<file path="config.mk">
export PLATFORM = sky130hd
export DESIGN_NAME = sst_xcvr
export DESIGN_NICKNAME = d
export VERILOG_FILES = /design/src/rtl/sst_pkg.sv /design/src/rtl/sst_clkdiv.sv /design/src/rtl/sst_insync.sv /design/src/rtl/sst_shift.sv /design/src/rtl/sst_xcvr.sv
export SDC_FILE = /design/constraint.sdc
export NUM_CORES = 1
export LEC_CHECK = 0
export BUFFER_PORTS_ARGS = -buffer_cell sky130_fd_sc_hd__buf_2
export CAP_MARGIN = 0
export CORE_MARGIN = 3
export CORE_UTILIZATION = 54
export DETAILED_ROUTE_END_ITERATION = 10
export PLACE_DENSITY = 0.83
export SLEW_MARGIN = 40
export SYNTH_ARGS = -nofsm -noshare
export SYNTH_HDL_FRONTEND = slang
export SYNTH_HIERARCHICAL = 1
export SYNTH_SLANG_ARGS = --single-unit
</file>
<file path="constraint.sdc">
create_clock -name clk -period 4.65 [get_ports clk]
set_clock_uncertainty 0.05 [all_clocks]
set_input_delay 0.6975 -clock clk [delete_from_list [all_inputs] [get_ports clk]]
set_output_delay 0.6975 -clock clk [all_outputs]
set_load 0.01 [all_outputs]
</file>
<file path="src/rtl/sst_pkg.sv">
package sst_pkg;
  localparam int ADDR_W = 3;

  localparam logic [ADDR_W-1:0] A_CTRL = 3'd0;
  localparam logic [ADDR_W-1:0] A_TXD  = 3'd1;
  localparam logic [ADDR_W-1:0] A_RXD  = 3'd2;
  localparam logic [ADDR_W-1:0] A_STAT = 3'd3;
  localparam logic [ADDR_W-1:0] A_DIV  = 3'd4;

  // control word, bit 0 is the enable
  typedef struct packed {
    logic idle;   // bit 3: data line level between frames
    logic lsb;    // bit 2: 1 = LSB first
    logic mst;    // bit 1: 1 = drive the serial clock
    logic en;     // bit 0: block enable
  } ctrl_t;

  localparam int CTRL_W = $bits(ctrl_t);
  localparam ctrl_t CTRL_RST = '{idle: 1'b1, lsb: 1'b0, mst: 1'b0, en: 1'b0};
endpackage

</file>
<file path="src/rtl/sst_clkdiv.sv">
module sst_clkdiv #(
  parameter int DIV_W    = 8,
  parameter int MIN_HALF = 4
) (
  input  logic             clk,
  input  logic             rst,
  input  logic             run,
  input  logic [DIV_W-1:0] half,
  output logic             sck,
  output logic             fall_ev,
  output logic             rise_ev
);
  logic [DIV_W-1:0] cnt;
  logic [DIV_W-1:0] lim;
  logic             tick;

  always_comb begin
    lim = (half < DIV_W'(MIN_HALF)) ? DIV_W'(MIN_HALF) : half;
  end

  assign tick    = run && (cnt == lim - 1'b1);
  assign fall_ev = tick && sck;
  assign rise_ev = tick && !sck;

  always_ff @(posedge clk) begin
    if (rst) begin
      cnt <= '0;
      sck <= 1'b1;
    end else if (!run) begin
      cnt <= '0;
      sck <= 1'b1;
    end else if (tick) begin
      cnt <= '0;
      sck <= ~sck;
    end else begin
      cnt <= cnt + 1'b1;
    end
  end
endmodule

</file>
<file path="src/rtl/sst_insync.sv">
module sst_insync #(
  parameter int SYNC_N = 2
) (
  input  logic clk,
  input  logic rst,
  input  logic sck_pin,
  input  logic sda_pin,
  output logic sda_s,
  output logic fall_ev,
  output logic rise_ev
);
  logic [SYNC_N:0]   sck_r;
  logic [SYNC_N-1:0] sda_r;

  always_ff @(posedge clk) begin
    if (rst) begin
      sck_r <= '1;
      sda_r <= '1;
    end else begin
      sck_r <= {sck_r[SYNC_N-1:0], sck_pin};
      sda_r <= {sda_r[SYNC_N-2:0], sda_pin};
    end
  end

  // data and clock leave the chain at the same depth
  assign sda_s   = sda_r[SYNC_N-1];
  assign fall_ev = sck_r[SYNC_N] & ~sck_r[SYNC_N-1];
  assign rise_ev = ~sck_r[SYNC_N] & sck_r[SYNC_N-1];
endmodule

</file>
<file path="src/rtl/sst_shift.sv">
module sst_shift #(
  parameter int W = 8
) (
  input  logic         clk,
  input  logic         rst,
  input  logic         fall_ev,
  input  logic         rise_ev,
  input  logic         lsb,
  input  logic [W-1:0] tx_word,
  input  logic         sda_s,
  output logic         bit_q,
  output logic         first,
  output logic         done,
  output logic         in_frame,
  output logic [W-1:0] rx_next
);
  localparam int CW = $clog2(W + 1);

  logic [W-1:0]  tx_sr;
  logic [W-1:0]  rx_sr;
  logic [CW-1:0] nfall;
  logic [CW-1:0] nrise;
  logic [W-1:0]  src;
  logic          take_fall;
  logic          take_rise;

  assign in_frame  = (nfall != '0);
  assign src       = in_frame ? tx_sr : tx_word;
  assign take_fall = fall_ev && (nfall != CW'(W));
  assign take_rise = rise_ev && in_frame;
  assign first     = fall_ev && !in_frame;
  assign done      = take_rise && (nrise == CW'(W - 1));
  assign rx_next   = lsb ? {sda_s, rx_sr[W-1:1]} : {rx_sr[W-2:0], sda_s};

  always_ff @(posedge clk) begin
    if (rst) begin
      tx_sr <= '0;
      rx_sr <= '0;
      nfall <= '0;
      nrise <= '0;
      bit_q <= 1'b1;
    end else begin
      if (take_fall) begin
        bit_q <= lsb ? src[0] : src[W-1];
        tx_sr <= lsb ? (src >> 1) : (src << 1);
        nfall <= nfall + 1'b1;
      end
      if (take_rise) begin
        rx_sr <= rx_next;
        if (done) begin
          nrise <= '0;
          nfall <= '0;
        end else begin
          nrise <= nrise + 1'b1;
        end
      end
    end
  end
endmodule

</file>
<file path="src/rtl/sst_xcvr.sv">
module sst_xcvr
  import sst_pkg::*;
#(
  parameter int DATA_W = 8,
  parameter int DIV_W  = 8,
  parameter int SYNC_N = 2
) (
  input  logic              clk,
  input  logic              rst,
  input  logic              reg_wr,
  input  logic              reg_rd,
  input  logic [ADDR_W-1:0] reg_addr,
  input  logic [DATA_W-1:0] reg_wdata,
  output logic [DATA_W-1:0] reg_rdata,
  input  logic              sck_in,
  output logic              sck_out,
  output logic              sck_oe,
  input  logic              sda_in,
  output logic              sda_out,
  output logic              sda_oe
);
  // sampled data must have crossed the synchronizer before the rising edge
  localparam int MIN_HALF = SYNC_N + 2;

  ctrl_t             ctrl_q;
  logic [DATA_W-1:0] txd_q;
  logic [DATA_W-1:0] rxd_q;
  logic [DIV_W-1:0]  half_q;
  logic              full_q;
  logic              ovr_q;
  logic              busy_q;

  logic wr_ctrl, wr_txd, wr_stat, wr_div, rd_rx;
  logic start_m;
  logic cg_sck, cg_fall, cg_rise;
  logic sy_sda, sy_fall, sy_rise;
  logic ev_fall, ev_rise;
  logic sh_bit, sh_first, sh_done, sh_frame;
  logic [DATA_W-1:0] sh_rx;

  assign wr_ctrl = reg_wr && (reg_addr == A_CTRL) && !busy_q;
  assign wr_txd  = reg_wr && (reg_addr == A_TXD);
  assign wr_stat = reg_wr && (reg_addr == A_STAT);
  assign wr_div  = reg_wr && (reg_addr == A_DIV);
  assign rd_rx   = reg_rd && (reg_addr == A_RXD);
  assign start_m = wr_txd && ctrl_q.en && ctrl_q.mst && !busy_q;

  sst_clkdiv #(.DIV_W(DIV_W), .MIN_HALF(MIN_HALF)) u_div (
    .clk(clk), .rst(rst), .run(busy_q && ctrl_q.mst), .half(half_q),
    .sck(cg_sck), .fall_ev(cg_fall), .rise_ev(cg_rise)
  );

  sst_insync #(.SYNC_N(SYNC_N)) u_sync (
    .clk(clk), .rst(rst), .sck_pin(sck_in), .sda_pin(sda_in),
    .sda_s(sy_sda), .fall_ev(sy_fall), .rise_ev(sy_rise)
  );

  assign ev_fall = ctrl_q.en && (ctrl_q.mst ? cg_fall : sy_fall);
  assign ev_rise = ctrl_q.en && (ctrl_q.mst ? cg_rise : sy_rise);

  sst_shift #(.W(DATA_W)) u_shift (
    .clk(clk), .rst(rst), .fall_ev(ev_fall), .rise_ev(ev_rise),
    .lsb(ctrl_q.lsb), .tx_word(txd_q), .sda_s(sy_sda),
    .bit_q(sh_bit), .first(sh_first), .done(sh_done),
    .in_frame(sh_frame), .rx_next(sh_rx)
  );

  // register file and frame control
  always_ff @(posedge clk) begin
    if (rst) begin
      ctrl_q <= CTRL_RST;
      txd_q  <= '0;
      rxd_q  <= '0;
      half_q <= DIV_W'(MIN_HALF);
      full_q <= 1'b0;
      ovr_q  <= 1'b0;
      busy_q <= 1'b0;
    end else begin
      if (wr_ctrl) ctrl_q <= ctrl_t'(reg_wdata[CTRL_W-1:0]);
      if (wr_txd)  txd_q  <= reg_wdata;
      if (wr_div)  half_q <= reg_wdata[DIV_W-1:0];

      if (sh_done)
        busy_q <= 1'b0;
      else if (start_m || (sh_first && !ctrl_q.mst))
        busy_q <= 1'b1;

      if (sh_done) begin
        if (full_q && !rd_rx) begin
          ovr_q <= 1'b1;
        end else begin
          rxd_q  <= sh_rx;
          full_q <= 1'b1;
        end
      end else begin
        if (rd_rx) full_q <= 1'b0;
        if (wr_stat && reg_wdata[1]) ovr_q <= 1'b0;
      end
    end
  end

  // registered read port
  always_ff @(posedge clk) begin
    if (rst) begin
      reg_rdata <= '0;
    end else if (reg_rd) begin
      case (reg_addr)
        A_CTRL:  reg_rdata <= DATA_W'(ctrl_q);
        A_TXD:   reg_rdata <= txd_q;
        A_RXD:   reg_rdata <= rxd_q;
        A_STAT:  reg_rdata <= DATA_W'({busy_q, ovr_q, full_q});
        A_DIV:   reg_rdata <= DATA_W'(half_q);
        default: reg_rdata <= '0;
      endcase
    end
  end

  assign sck_out = (ctrl_q.en && ctrl_q.mst) ? cg_sck : 1'b1;
  assign sck_oe  = ctrl_q.en && ctrl_q.mst;
  assign sda_oe  = ctrl_q.en;
  assign sda_out = sh_frame ? sh_bit : ctrl_q.idle;
endmodule

</file>
Word level (Yosys, flattened, before mapping)
Index checks and enable logic that the tools add are counted.

cells by class
  $add $sub $neg = 4
  $lt $le $gt $ge = 1
  equal/unequal tests = 9
  muxes and demuxes = 20
  bitwise operators = 7
  reductions and logical operators = 39

operators with widths
  operator               count
  $pmux W8 S5            1
  $mux W8                4
  $logic_and A1 B1 Y1    23
  $mux W4                4
  $mux W1                11
  $add A4 B1 Y4 const B  2
  $add A8 B1 Y8 const B  1
  $eq A8 B8 Y1           1
  $lt A8 B3 Y1 const B   1
  $sub A8 B1 Y8 const B  1
  $eq A3 B2 Y1 const B   2
  $reduce_and A2 Y1      3
  $logic_not A1 Y1       5
  $not A1 Y1             5
  $eq A4 B3 Y1 const B   1
  $ne A4 B4 Y1 const B   1
  $reduce_bool A2 Y1     2
  $reduce_bool A4 Y1     1
  $reduce_or A2 Y1       2
  $eq A3 B1 Y1 const B   1
  $eq A3 B3 Y1 const B   1
  $logic_not A3 Y1       1
  $reduce_or A3 Y1       1
  $and A1 B1 Y1          2
  other kinds (3)        3

word-level totals
  register bits after elaboration = 78
  input port bits = 17
  output and inout bits = 12

Logic depth before layout (Yosys ltp)
Gate-level depths: netlist of the first run.

  word-level depth = 12
  mapped depth = 15
  depth with buffers taken out = 14

Hierarchy
The synthesis of the first run kept the hierarchy.

modules (own cells, without submodules)
  module      times used  cells each  area each (µm²)  sequential area each (µm²)
  sst_xcvr    1           197         1939.4           780.7
  sst_shift   1           143         1312.5           500.5
  sst_clkdiv  1           72          654.4            180.2
  sst_insync  1           12          143.9            100.1

Worst setup path after synthesis of the first run
Ideal clock, no wire load.

  path type = flip-flop to flip-flop
  from = register half_q[4]
  to = register rxd_q[0]
  library setup time = 0.072 ns
  arrival = 3.735 ns
  required time = 4.528 ns
  setup slack = 0.794 ns
  stages on the path, launching flop included = 16
  path buffers = 1
  clock period less this slack = 3.856 ns
  cell sequence = dfxtp_1 > or4_4 > o31ai_1 > ha_1 > inv_1 > nor2_1 > mux2i_1 > xnor2_1 > nor4_2 > mux2i_1 > nor2b_1 > nand2_1 > nor4b_1 > a21boi_0 > buf_4 > mux2i_1

on the way
  word-level cells in the longest chain between the ends = 11

ends and longest elaborated chain
  item                                    RTL line          source
  from (decl)                             sst_xcvr.sv:28    logic [DIV_W-1:0] half_q;
  from (signal assigned)                  sst_xcvr.sv:74    half_q <= DIV_W'(MIN_HALF);
  from (signal assigned)                  sst_xcvr.sv:81    if (wr_div) half_q <= reg_wdata[DIV_W-1:0];
  $lt A8 B3 Y1                            sst_clkdiv.sv:18  lim = (half < DIV_W'(MIN_HALF)) ? DIV_W'(MIN_HALF) : half;
  $mux W8 (*)                             sst_clkdiv.sv:18
  $sub A8 B1 Y8 (*)                       sst_clkdiv.sv:21  assign tick = run && (cnt == lim - 1'b1);
  $eq A8 B8 Y1 (*)                        sst_clkdiv.sv:21
  $logic_and A1 B1 Y1 (*)                 sst_clkdiv.sv:21
  $logic_and A1 B1 Y1 (*)                 sst_clkdiv.sv:23  assign rise_ev = tick && !sck;
  net cg_rise                             sst_xcvr.sv:35    logic cg_sck, cg_fall, cg_rise;
  $mux W1 (*)                             sst_xcvr.sv:59    assign ev_rise = ctrl_q.en && (ctrl_q.mst ? cg_rise : sy_rise);
  $logic_and A1 B1 Y1 (*)                 sst_xcvr.sv:59
  net ev_rise                             sst_xcvr.sv:37    logic ev_fall, ev_rise;
  $logic_and A1 B1 Y1 (*)                 sst_shift.sv:30   assign take_rise = rise_ev && in_frame;
  $logic_and A1 B1 Y1 (*)                 sst_shift.sv:32   assign done = take_rise && (nrise == CW'(W - 1));
  net sh_done                             sst_xcvr.sv:38    logic sh_bit, sh_first, sh_done, sh_frame;
  $reduce_and A2 Y1 (no source line) (*)  -
  to (signal assigned)                    sst_xcvr.sv:92    rxd_q <= sh_rx;
  to (decl)                               sst_xcvr.sv:27    logic [DATA_W-1:0] rxd_q;

Mark *: on every way through the listed nets, which the timed path passes. The rest lies on a longest branch.
A chain may end at the register's enable or synchronous reset.

Worst setup path after layout of the first run
Same ends and word-level chain as after synthesis.

==> results of run 1 <==
## metrics by stage
step | util (%) | hold WS (ns) | total power (W) | instance area [um^2]
after floorplan | - | 0.333 | 0.000757 | 4050
after global placement | 59.8 | 0.339 | 0.000778 | 4200
after detailed placement | 59.8 | 0.342 | 0.000779 | 4200
after CTS | 62.5 | 0.361 | 0.00125 | 4390
after global routing | 62.6 | 0.383 | 0.00129 | 4390
final | 62.6 | 0.355 | 0.00124 | 4390
## power groups by stage
stage / clock network (W) / logic (W) / registers, W
finish: 0.000472 / 0.0000802 / 0.000685
global placement: 0 / 0.0000779 / 0.000700
global route: 0.000515 / 0.0000877 / 0.000686
CTS: 0.000485 / 0.0000799 / 0.000685
floorplan: 0 / 0.0000601 / 0.000697
detailed placement: 0 / 0.0000793 / 0.000700
## sequential cells by signal, summed over array words and instances, names as in the netlist, 2 cells and up
name           flops
u_shift/nfall      4
ctrl_q             3
u_shift/tx_sr      8
reg_rdata          8
u_div/cnt          8
txd_q              8
u_sync/sda_r       2
u_shift/rx_sr      8
u_sync/sck_r       3
rxd_q              8
u_shift/nrise      4
half_q             8
## Yosys cell counts (all sizes together) (2+ instances only)
master / instances / area share, %
a211o: 2 / 0.43
a211oi: 2 / 0.37
a21oi: 11 / 1.4
a221o: 4 / 0.99
a221oi: 5 / 1.1
a22oi: 6 / 1.1
a31oi: 9 / 1.4
and2: 4 / 0.62
and3: 2 / 0.31
and4bb: 2 / 0.62
buf: 14 / 2.7
clkbuf: 10 / 0.93
dfxtp: 78 / 39
ha: 5 / 1.5
inv: 9 / 0.83
mux2: 14 / 3.9
mux2i: 43 / 11
nand2: 22 / 2.0
nand2b: 20 / 3.1
nand3: 12 / 1.5
nand3b: 15 / 2.8
nand4b: 2 / 0.43
nor2: 47 / 4.4
nor2b: 12 / 1.9
nor3: 3 / 0.37
nor3b: 3 / 0.96
nor4: 3 / 0.99
nor4b: 2 / 0.43
o211ai: 2 / 0.37
o21ai: 5 / 0.62
o221a: 2 / 0.56
o31ai: 4 / 1.1
o41ai: 2 / 0.90
or2: 8 / 1.2
or3: 3 / 0.46
or4: 4 / 0.93
xnor2: 11 / 2.4
xor2: 9 / 1.9
## cell families (layout without fill, tap and decap cells)
logic type,Yosys count,in the layout,share of synthesized area (%)
flops,78,78,38.6
simple gates,169,169,24.1
buf+inv,33,58,4.51
fa+ha+maj,5,5,1.54
compound gates,61,61,11.9
xor+xnor,20,20,4.33
mux,58,58,15.1
## critical path: cells and delay by family, from the launching register on
| kind | cells | cell delay (ns) |
|---|---|---|
| AND/OR/NAND/NOR | 6 | 1.67 |
| multiplexers | 3 | 0.60 |
| AO/OA/AOI/OAI | 2 | 0.55 |
| buffers and inverters | 3 | 0.49 |
| flip-flops | 1 | 0.36 |
| adder cells (fa/ha/maj) | 1 | 0.29 |
| XOR/XNOR | 1 | 0.20 |
## worst paths after layout
check                                startpoint  slack (ns)  cells after the start         endpoint
worst max-delay path                  half_q[4]        0.38                     16         rxd_q[0]
worst min-delay path            u_sync/sck_r[0]        0.36                      1  u_sync/sck_r[1]
worst max register to register        half_q[4]        0.38                     16         rxd_q[0]
worst min register to register  u_sync/sck_r[0]        0.36                      1  u_sync/sck_r[1]
## routing by layer
layer	global-route usage, %	routed length, um	vias to the layer above
met5	0	0	-
met1	27.6	3970	1503
met2	35.3	4190	86
met3	5.52	502	21
li1	-	-	1557
met4	7.43	192	0
## layout make-up
| type | count | area share (%) |
|---|---|---|
| clock buffer | 13 | 3.85 |
| inverter | 9 | 0.769 |
| tap | 96 | 2.73 |
| clock inverter | 3 | 0.399 |
| timing repair buffer | 33 | 4.04 |
| multi-input combinational | 313 | 52.7 |
| sequential | 78 | 35.5 |
==> impl_metrics.tcl, run 1 <==
set metrics [dict create \
    status "finished, final reports clean" \
    arrival_ns 4.50 \
    cts_tree "done" \
    clk_pin_slew_ns 0.08 \
    power.density_mw_per_mm2 282 \
    p_switching_w 0.000292 \
    ys_async_sr_fraction_pct 0 \
    yosysSeqAreaShare_pct 38.6 \
    finalMaxSlewViolations 0 \
    final_common_cell "dfxtp_1" \
    synthFlopType "dfxtp_1" \
    layout_common_cells "dfxtp_1 (78), nor2_1 (47), mux2i_1 (43), buf_2 (28), nand2_1 (22)" \
    cts_buffer_depth 2 \
    synthCells 424 \
    crit_chain "or4_4 -> o31ai_1 -> ha_1 -> inv_1 -> nor2_1 -> mux2i_1 -> xnor2_1 -> nor4_2 -> mux2i_1 -> nor2b_1 -> nand2_1 -> nor4b_1 -> buf_4 -> a21boi_0 -> buf_4 -> mux2i_1" \
    antenna_found_initial 0 \
    grt_max_degree 40 \
    setup_violations 0 \
    instances_no_fill 545 \
    cpMostUsedCell "mux2i_1" \
    routed_wl_mm 8.85 \
    overflow 0 \
    synth_area_mm2 0.00405 \
    tightest_slew_ns 0.787 \
    die_w_um 92.6 \
    num_rows 30 \
    pin_count 29 \
    die_area_mm2 0.00858 \
    postCtsSetupBuffers 0 \
    internal_power_w 0.000945 \
    fillers 576 \
    p_sw_share_pct 23.6 \
    cts_inserted_buffers 9 \
    cts_sinks 78 \
    core_mm2 0.00702 \
    cts_root_buf "clkbuf_8" \
    finalNetCount 466 \
    dp.final_hpwl_mm 6.33 \
    drt_pass1_iterations 5 \
    setup_ws_ns 0.381 \
    cp_max_fo 8 \
    max_cap_viol_count 0 \
    rsz0062_at_grt "false" \
    max_stage_delay_ns 0.60 \
    start_util_pct 57.7 \
    syn_area_per_cell_um2 9.55 \
    drc 0 \
    grt_pass1_vias 3084 \
    vias_per_cell 5.81 \
    syn_nets 446 \
    fin_crit_sh_pct 91.8 \
    cp_slowest_cell "or4_4" \
    cts_hold_buffers 0 \
    antennaDiodeCount 0 \
    fin_tns_setup_ns 0 \
    dp_slack_ns 0.406 \
    hp-class "reg -> reg" \
    place.gp.congestion 0.855 \
    yosys_register_bits 78 \
    port_buffers 28 \
    routedWlPerCell_um 16.2 \
    drt_iter0_drc 237 \
    drive_gt1_share_pct 18.3 \
    path_class "reg -> reg" \
    ant_nets 0 \
    endpoint_kind "flop" \
    power.leakage_nw 1.55 \
    crit_required_ns 4.88 \
    grt_pass1_wl_mm 14.9 \
    htree_levels 3 \
    num_vias 3167 \
    min_period_ns 4.27 \
    track_usage_pct 21.6 \
    die_h_um 92.6 \
    ir_worst_vdd_mv 0.173 \
    p_seq_share_pct 55.3 \
    cp-start-kind "flop" \
    area_growth_pct 8.46 \
    p_comb_share_pct 6.5 \
    p_clk_share_pct 38.2 \
    synth_edf_count 0 \
    seqCellArea_mm2 0.00156 \
    clock_latency_ns 0.35 \
    synth_warnings 6 \
    fmax_mhz 234 \
    hold_viol_final 0 \
    multiInputGateArea_mm2 0.00231 \
    cts.repair.resized 0 \
    numPlacedInstances 529 \
    synth_cell_type_count 62 \
    relSlewSlack_pct 47.5 \
]
(Power assumes the default switching activity.)
==> run 2, diff against run 1 <==
- GPL_TIMING_DRIVEN: unset -> 0
==> run 2 against run 1 <==
- register-to-register slack gained 0.09 ns
- worst setup slack gained 0.087 ns
- critical path type unchanged
- maximum frequency grew 2.1%
- largest cell class unchanged
- design area grew 4.0%
- combinational power grew 11%
- non-clock buffer count grew 18
- count of clock-buffer cells in the layout shrank 2
==> impl_metrics.tcl, run 2 (synthesized netlist as in run 1, its figures left out) <==
set metrics [dict create \
    clk_pin_slew_ns 0.08 \
    pin_count 29 \
    die_w_um 92.6 \
    fillers 584 \
    status "finished, final reports clean" \
    num_rows 30 \
    arrival_ns 4.41 \
    overflow 0 \
    path_class "reg -> reg" \
    drive_gt1_share_pct 19.3 \
    seqCellArea_mm2 0.00156 \
    fmax_mhz 239 \
    power.density_mw_per_mm2 302 \
    area_growth_pct 12.8 \
    dp_slack_ns 0.198 \
    cp-start-kind "flop" \
    layout_common_cells "dfxtp_1 (78), nor2_1 (47), mux2i_1 (43), buf_2 (31), nand2_1 (22)" \
    ir_worst_vdd_mv 0.222 \
    relSlewSlack_pct 57.6 \
    drt_pass1_iterations 5 \
    routedWlPerCell_um 16.5 \
    final_common_cell "dfxtp_1" \
    finalMaxSlewViolations 0 \
    grt_max_degree 19 \
    fin_crit_sh_pct 89.9 \
    track_usage_pct 22.5 \
    place.gp.congestion 0.876 \
    clock_latency_ns 0.35 \
    port_buffers 26 \
    max_cap_viol_count 0 \
    antennaDiodeCount 0 \
    die_h_um 92.6 \
    tightest_slew_ns 0.635 \
    power.leakage_nw 1.63 \
    ant_nets 0 \
    grt_pass1_vias 3182 \
    cts_sinks 78 \
    start_util_pct 57.7 \
    cp_max_fo 8 \
    multiInputGateArea_mm2 0.00233 \
    grt_pass1_wl_mm 15.3 \
    htree_levels 3 \
    die_area_mm2 0.00858 \
    antenna_found_initial 0 \
    total_power_w 0.00138 \
    setup_ws_ns 0.469 \
    cts_root_buf "clkbuf_8" \
    cts_hold_buffers 0 \
    setup_violations 0 \
    num_vias 3276 \
    hold_viol_final 0 \
    core_mm2 0.00702 \
    hold_slack_ns 0.357 \
    routed_wl_mm 9.27 \
    dp.final_hpwl_mm 6.59 \
    drc 0 \
    endpoint_kind "flop" \
    cts_inserted_buffers 9 \
    rsz0062_at_grt "false" \
    finalNetCount 484 \
    cts_buffer_depth 2 \
    vias_per_cell 5.83 \
    hp-class "reg -> reg" \
    drt_iter0_drc 215 \
    crit_required_ns 4.88 \
    cts_tree "done" \
    min_period_ns 4.18 \
]
==> run 2: changes by cell type in the layout (fill, tap and decap cells not counted), sizes merged <==
cell      previous run  this run
buf                 33        41
clkinvlp             1         0
clkinv               2         1
bufinv               0         3
clkbuf              13        21
==> run 2: final timing paths <==
kind / slack [ns] / cells past startpoint / from / to
worst max register to register: 0.47 / 15 / half_q[4] / rxd_q[3]
worst max-delay path: 0.47 / 15 / half_q[4] / rxd_q[3]
worst min register to register: 0.36 / 1 / u_sync/sda_r[0] / u_sync/sda_r[1]
worst min-delay path: 0.36 / 1 / u_sync/sda_r[0] / u_sync/sda_r[1]
==> run 2: what timing repair did <==
action                                  CTS  global route
endpoints found under the setup margin    0            12
hold endpoints to repair                  0             0
resized for setup                         0             3
setup buffers                             0             1
==> run 2: stage by stage <==
stage	TNS, ns	std cells	utilization, %	area [um^2]
final	0	562	65.1	4570
after global routing	0	562	65.1	4570
after CTS	0	561	64.7	4540
after detailed placement	0	546	61.4	4310
after global placement	-0.601	546	61.3	4300
after floorplan	0	424	-	4050
==> run 2: area by class of cell <==
class / count / area share, %
Clock buffer: 11 / 3.10
Timing Repair Buffer: 27 / 3.01
Buffer: 24 / 3.26
Inverter: 9 / 0.740
Tap cell: 96 / 2.63
Multi-Input combinational cell: 313 / 51.0
Sequential cell: 78 / 34.2
Clock inverter: 4 / 2.08
==> run 2: power breakdown <==
part / total [W] / internal [W] / leakage, nW / switching [W]
logic: 0.0000890 / 0.0000385 / 0.878 / 0.0000504
registers: 0.000683 / 0.000675 / 0.631 / 0.00000807
clock network: 0.000608 / 0.000368 / 0.119 / 0.000241
==> run 2: layer usage <==
layer | vias to the layer above | track usage (%) | wire length [um]
met5 | - | 0 | 0
li1 | 1594 | - | -
met3 | 19 | 4.79 | 518
met1 | 1564 | 28.6 | 4090
met2 | 99 | 37.9 | 4480
met4 | 0 | 7.18 | 169
==> run 2: critical path, stage by stage (launching register included) <==
cell      delay (ns)
dfxtp_1         0.38
or4_4           0.60
o31ai_2         0.27
ha_1            0.28
inv_1           0.06
nor2_1          0.13
mux2i_1         0.23
xnor2_1         0.21
nor4_2          0.29
mux2i_1         0.12
nor2b_1         0.29
nand2_1         0.16
nor4b_4         0.41
a21boi_0        0.23
buf_4           0.21
mux2i_1         0.19
==> run 3, diff against run 2 <==
- CTS_BUF_LIST: unset -> sky130_fd_sc_hd__clkbuf_2 sky130_fd_sc_hd__clkbuf_4 sky130_fd_sc_hd__clkbuf_8
==> run 3 against run 2 <==
- worst hold slack hardly changed
- largest cell class unchanged
- wire length increased by 0.65%
- highest routed layer unchanged
- critical path type unchanged
- core utilization rose by 0.054 points
- clock power grew 1%
- die area stayed put
- register-to-register slack about the same
==> impl_metrics.tcl, run 3 (synthesized netlist as in run 1, its figures left out) <==
set metrics [dict create \
    status "finished, final reports clean" \
    hp-class "reg -> reg" \
    p_clk_share_pct 44.3 \
    finalNetCount 484 \
    core_mm2 0.00702 \
    ant_nets 0 \
    pin_count 29 \
    endpoint_kind "flop" \
    area_growth_pct 12.9 \
    p_switching_w 0.000300 \
    min_period_ns 4.20 \
    grt_pass1_vias 3184 \
    die_h_um 92.6 \
    port_buffers 26 \
    layout_common_cells "dfxtp_1 (78), nor2_1 (47), mux2i_1 (43), buf_2 (31), nand2_1 (22)" \
    ir_worst_vdd_mv 0.222 \
    p_sw_share_pct 21.6 \
    cts_root_buf "clkbuf_8" \
    fin_tns_setup_ns 0 \
    relSlewSlack_pct 57.3 \
    startpoint "half_q[4]" \
    hold_slack_ns 0.357 \
    routed_wl_mm 9.33 \
    p_comb_share_pct 6.4 \
    cts_tree "done" \
    power.density_mw_per_mm2 304 \
    routedWlPerCell_um 16.6 \
    place.gp.congestion 0.876 \
    die_area_mm2 0.00858 \
    clock_latency_ns 0.35 \
    internal_power_w 0.00109 \
    cp_max_fo 8 \
    grt_pass1_wl_mm 15.3 \
    rsz0062_at_grt "false" \
    finalMaxSlewViolations 0 \
    track_usage_pct 22.5 \
    grt_max_degree 19 \
    num_vias 3245 \
    crit_required_ns 4.88 \
    setup_violations 0 \
    htree_levels 3 \
    tightest_slew_ns 0.639 \
    start_util_pct 57.7 \
    max_cap_viol_count 0 \
    antennaDiodeCount 0 \
    path_class "reg -> reg" \
    p_seq_share_pct 49.2 \
    fin_crit_sh_pct 90.2 \
    drc 0 \
    cts_inserted_buffers 9 \
    arrival_ns 4.42 \
    drt_iter0_drc 192 \
    reg2reg_from "half_q[4]" \
    cts_buffer_depth 2 \
    cp-start-kind "flop" \
    die_w_um 92.6 \
    dp.final_hpwl_mm 6.59 \
    antenna_found_initial 0 \
    overflow 0 \
    cts_sinks 78 \
    hold_viol_final 0 \
    num_rows 30 \
    vias_per_cell 5.77 \
    drive_gt1_share_pct 19.5 \
    final_common_cell "dfxtp_1" \
    cts_hold_buffers 0 \
    power.leakage_nw 1.63 \
    drt_pass1_iterations 5 \
    fmax_mhz 238 \
    clk_pin_slew_ns 0.08 \
    hold_start "u_sync/sda_r[0]" \
]
## run 3: final timing paths
check,slack [ns],end,cells past startpoint
hold reg to reg,0.36,u_sync/sda_r[1],1
setup / recovery,0.45,rxd_q[3],15
hold / removal,0.36,u_sync/sda_r[1],1
setup reg to reg,0.45,rxd_q[3],15
## run 3: layer usage
| metal | part of all wire [%] | global-route usage (%) |
|---|---|---|
| met1 | 45 | 28.6 |
| met5 | 0 | 0 |
| met2 | 48 | 37.9 |
| met4 | 1.8 | 7.18 |
| met3 | 4.6 | 4.79 |
## run 3: final cells by class
| class | count | area [um^2] |
|---|---|---|
| inverter | 9 | 33.8 |
| buffer | 24 | 149 |
| tap | 96 | 120 |
| clock buffer | 11 | 145 |
| fill | 585 | 2450 |
| sequential | 78 | 1560 |
| timing repair buffer | 27 | 138 |
| multi-input combinational | 313 | 2330 |
| clock inverter | 4 | 95.1 |
## run 3: worst max-delay path, stage by stage (launching register included)
cell and delay (ns):
dfxtp_1 0.37, or4_4 0.60, o31ai_2 0.27, ha_1 0.28, inv_1 0.06, nor2_1 0.13
mux2i_1 0.23, xnor2_1 0.21, nor4_2 0.29, mux2i_1 0.12, nor2b_1 0.29, nand2_1 0.16
nor4b_4 0.40, a21boi_0 0.23, buf_4 0.21, mux2i_1 0.19
## run 3: power by group through the flow
stage          clock network (W)  logic [W]  registers [W]
2_1_floorplan                  0  0.0000601       0.000697
3_3_place_gp                   0  0.0000852       0.000698
3_5_place_dp                   0  0.0000872       0.000699
4_1_cts                 0.000625  0.0000880       0.000683
5_1_grt                 0.000646  0.0000974       0.000684
6_report                0.000615  0.0000890       0.000683
## run 3: through the flow
step	utilization, %	setup WS [ns]	total power (W)	instances	cell area, um^2
4_1_cts	64.8	0.151	0.00140	561	4550
2_1_floorplan	-	0.794	0.000757	424	4050
3_5_place_dp	61.4	0.198	0.000786	546	4310
3_3_place_gp	61.3	-0.0776	0.000784	546	4300
5_1_grt	65.1	0.0787	0.00143	562	4570
6_report	65.1	0.454	0.00139	562	4570
## run 3: timing repair
| action | 4_1_cts | 5_1_grt |
|---|---|---|
| resized for setup | 0 | 3 |
| endpoints found under the setup margin | 0 | 12 |
| buffers inserted | 0 | 1 |
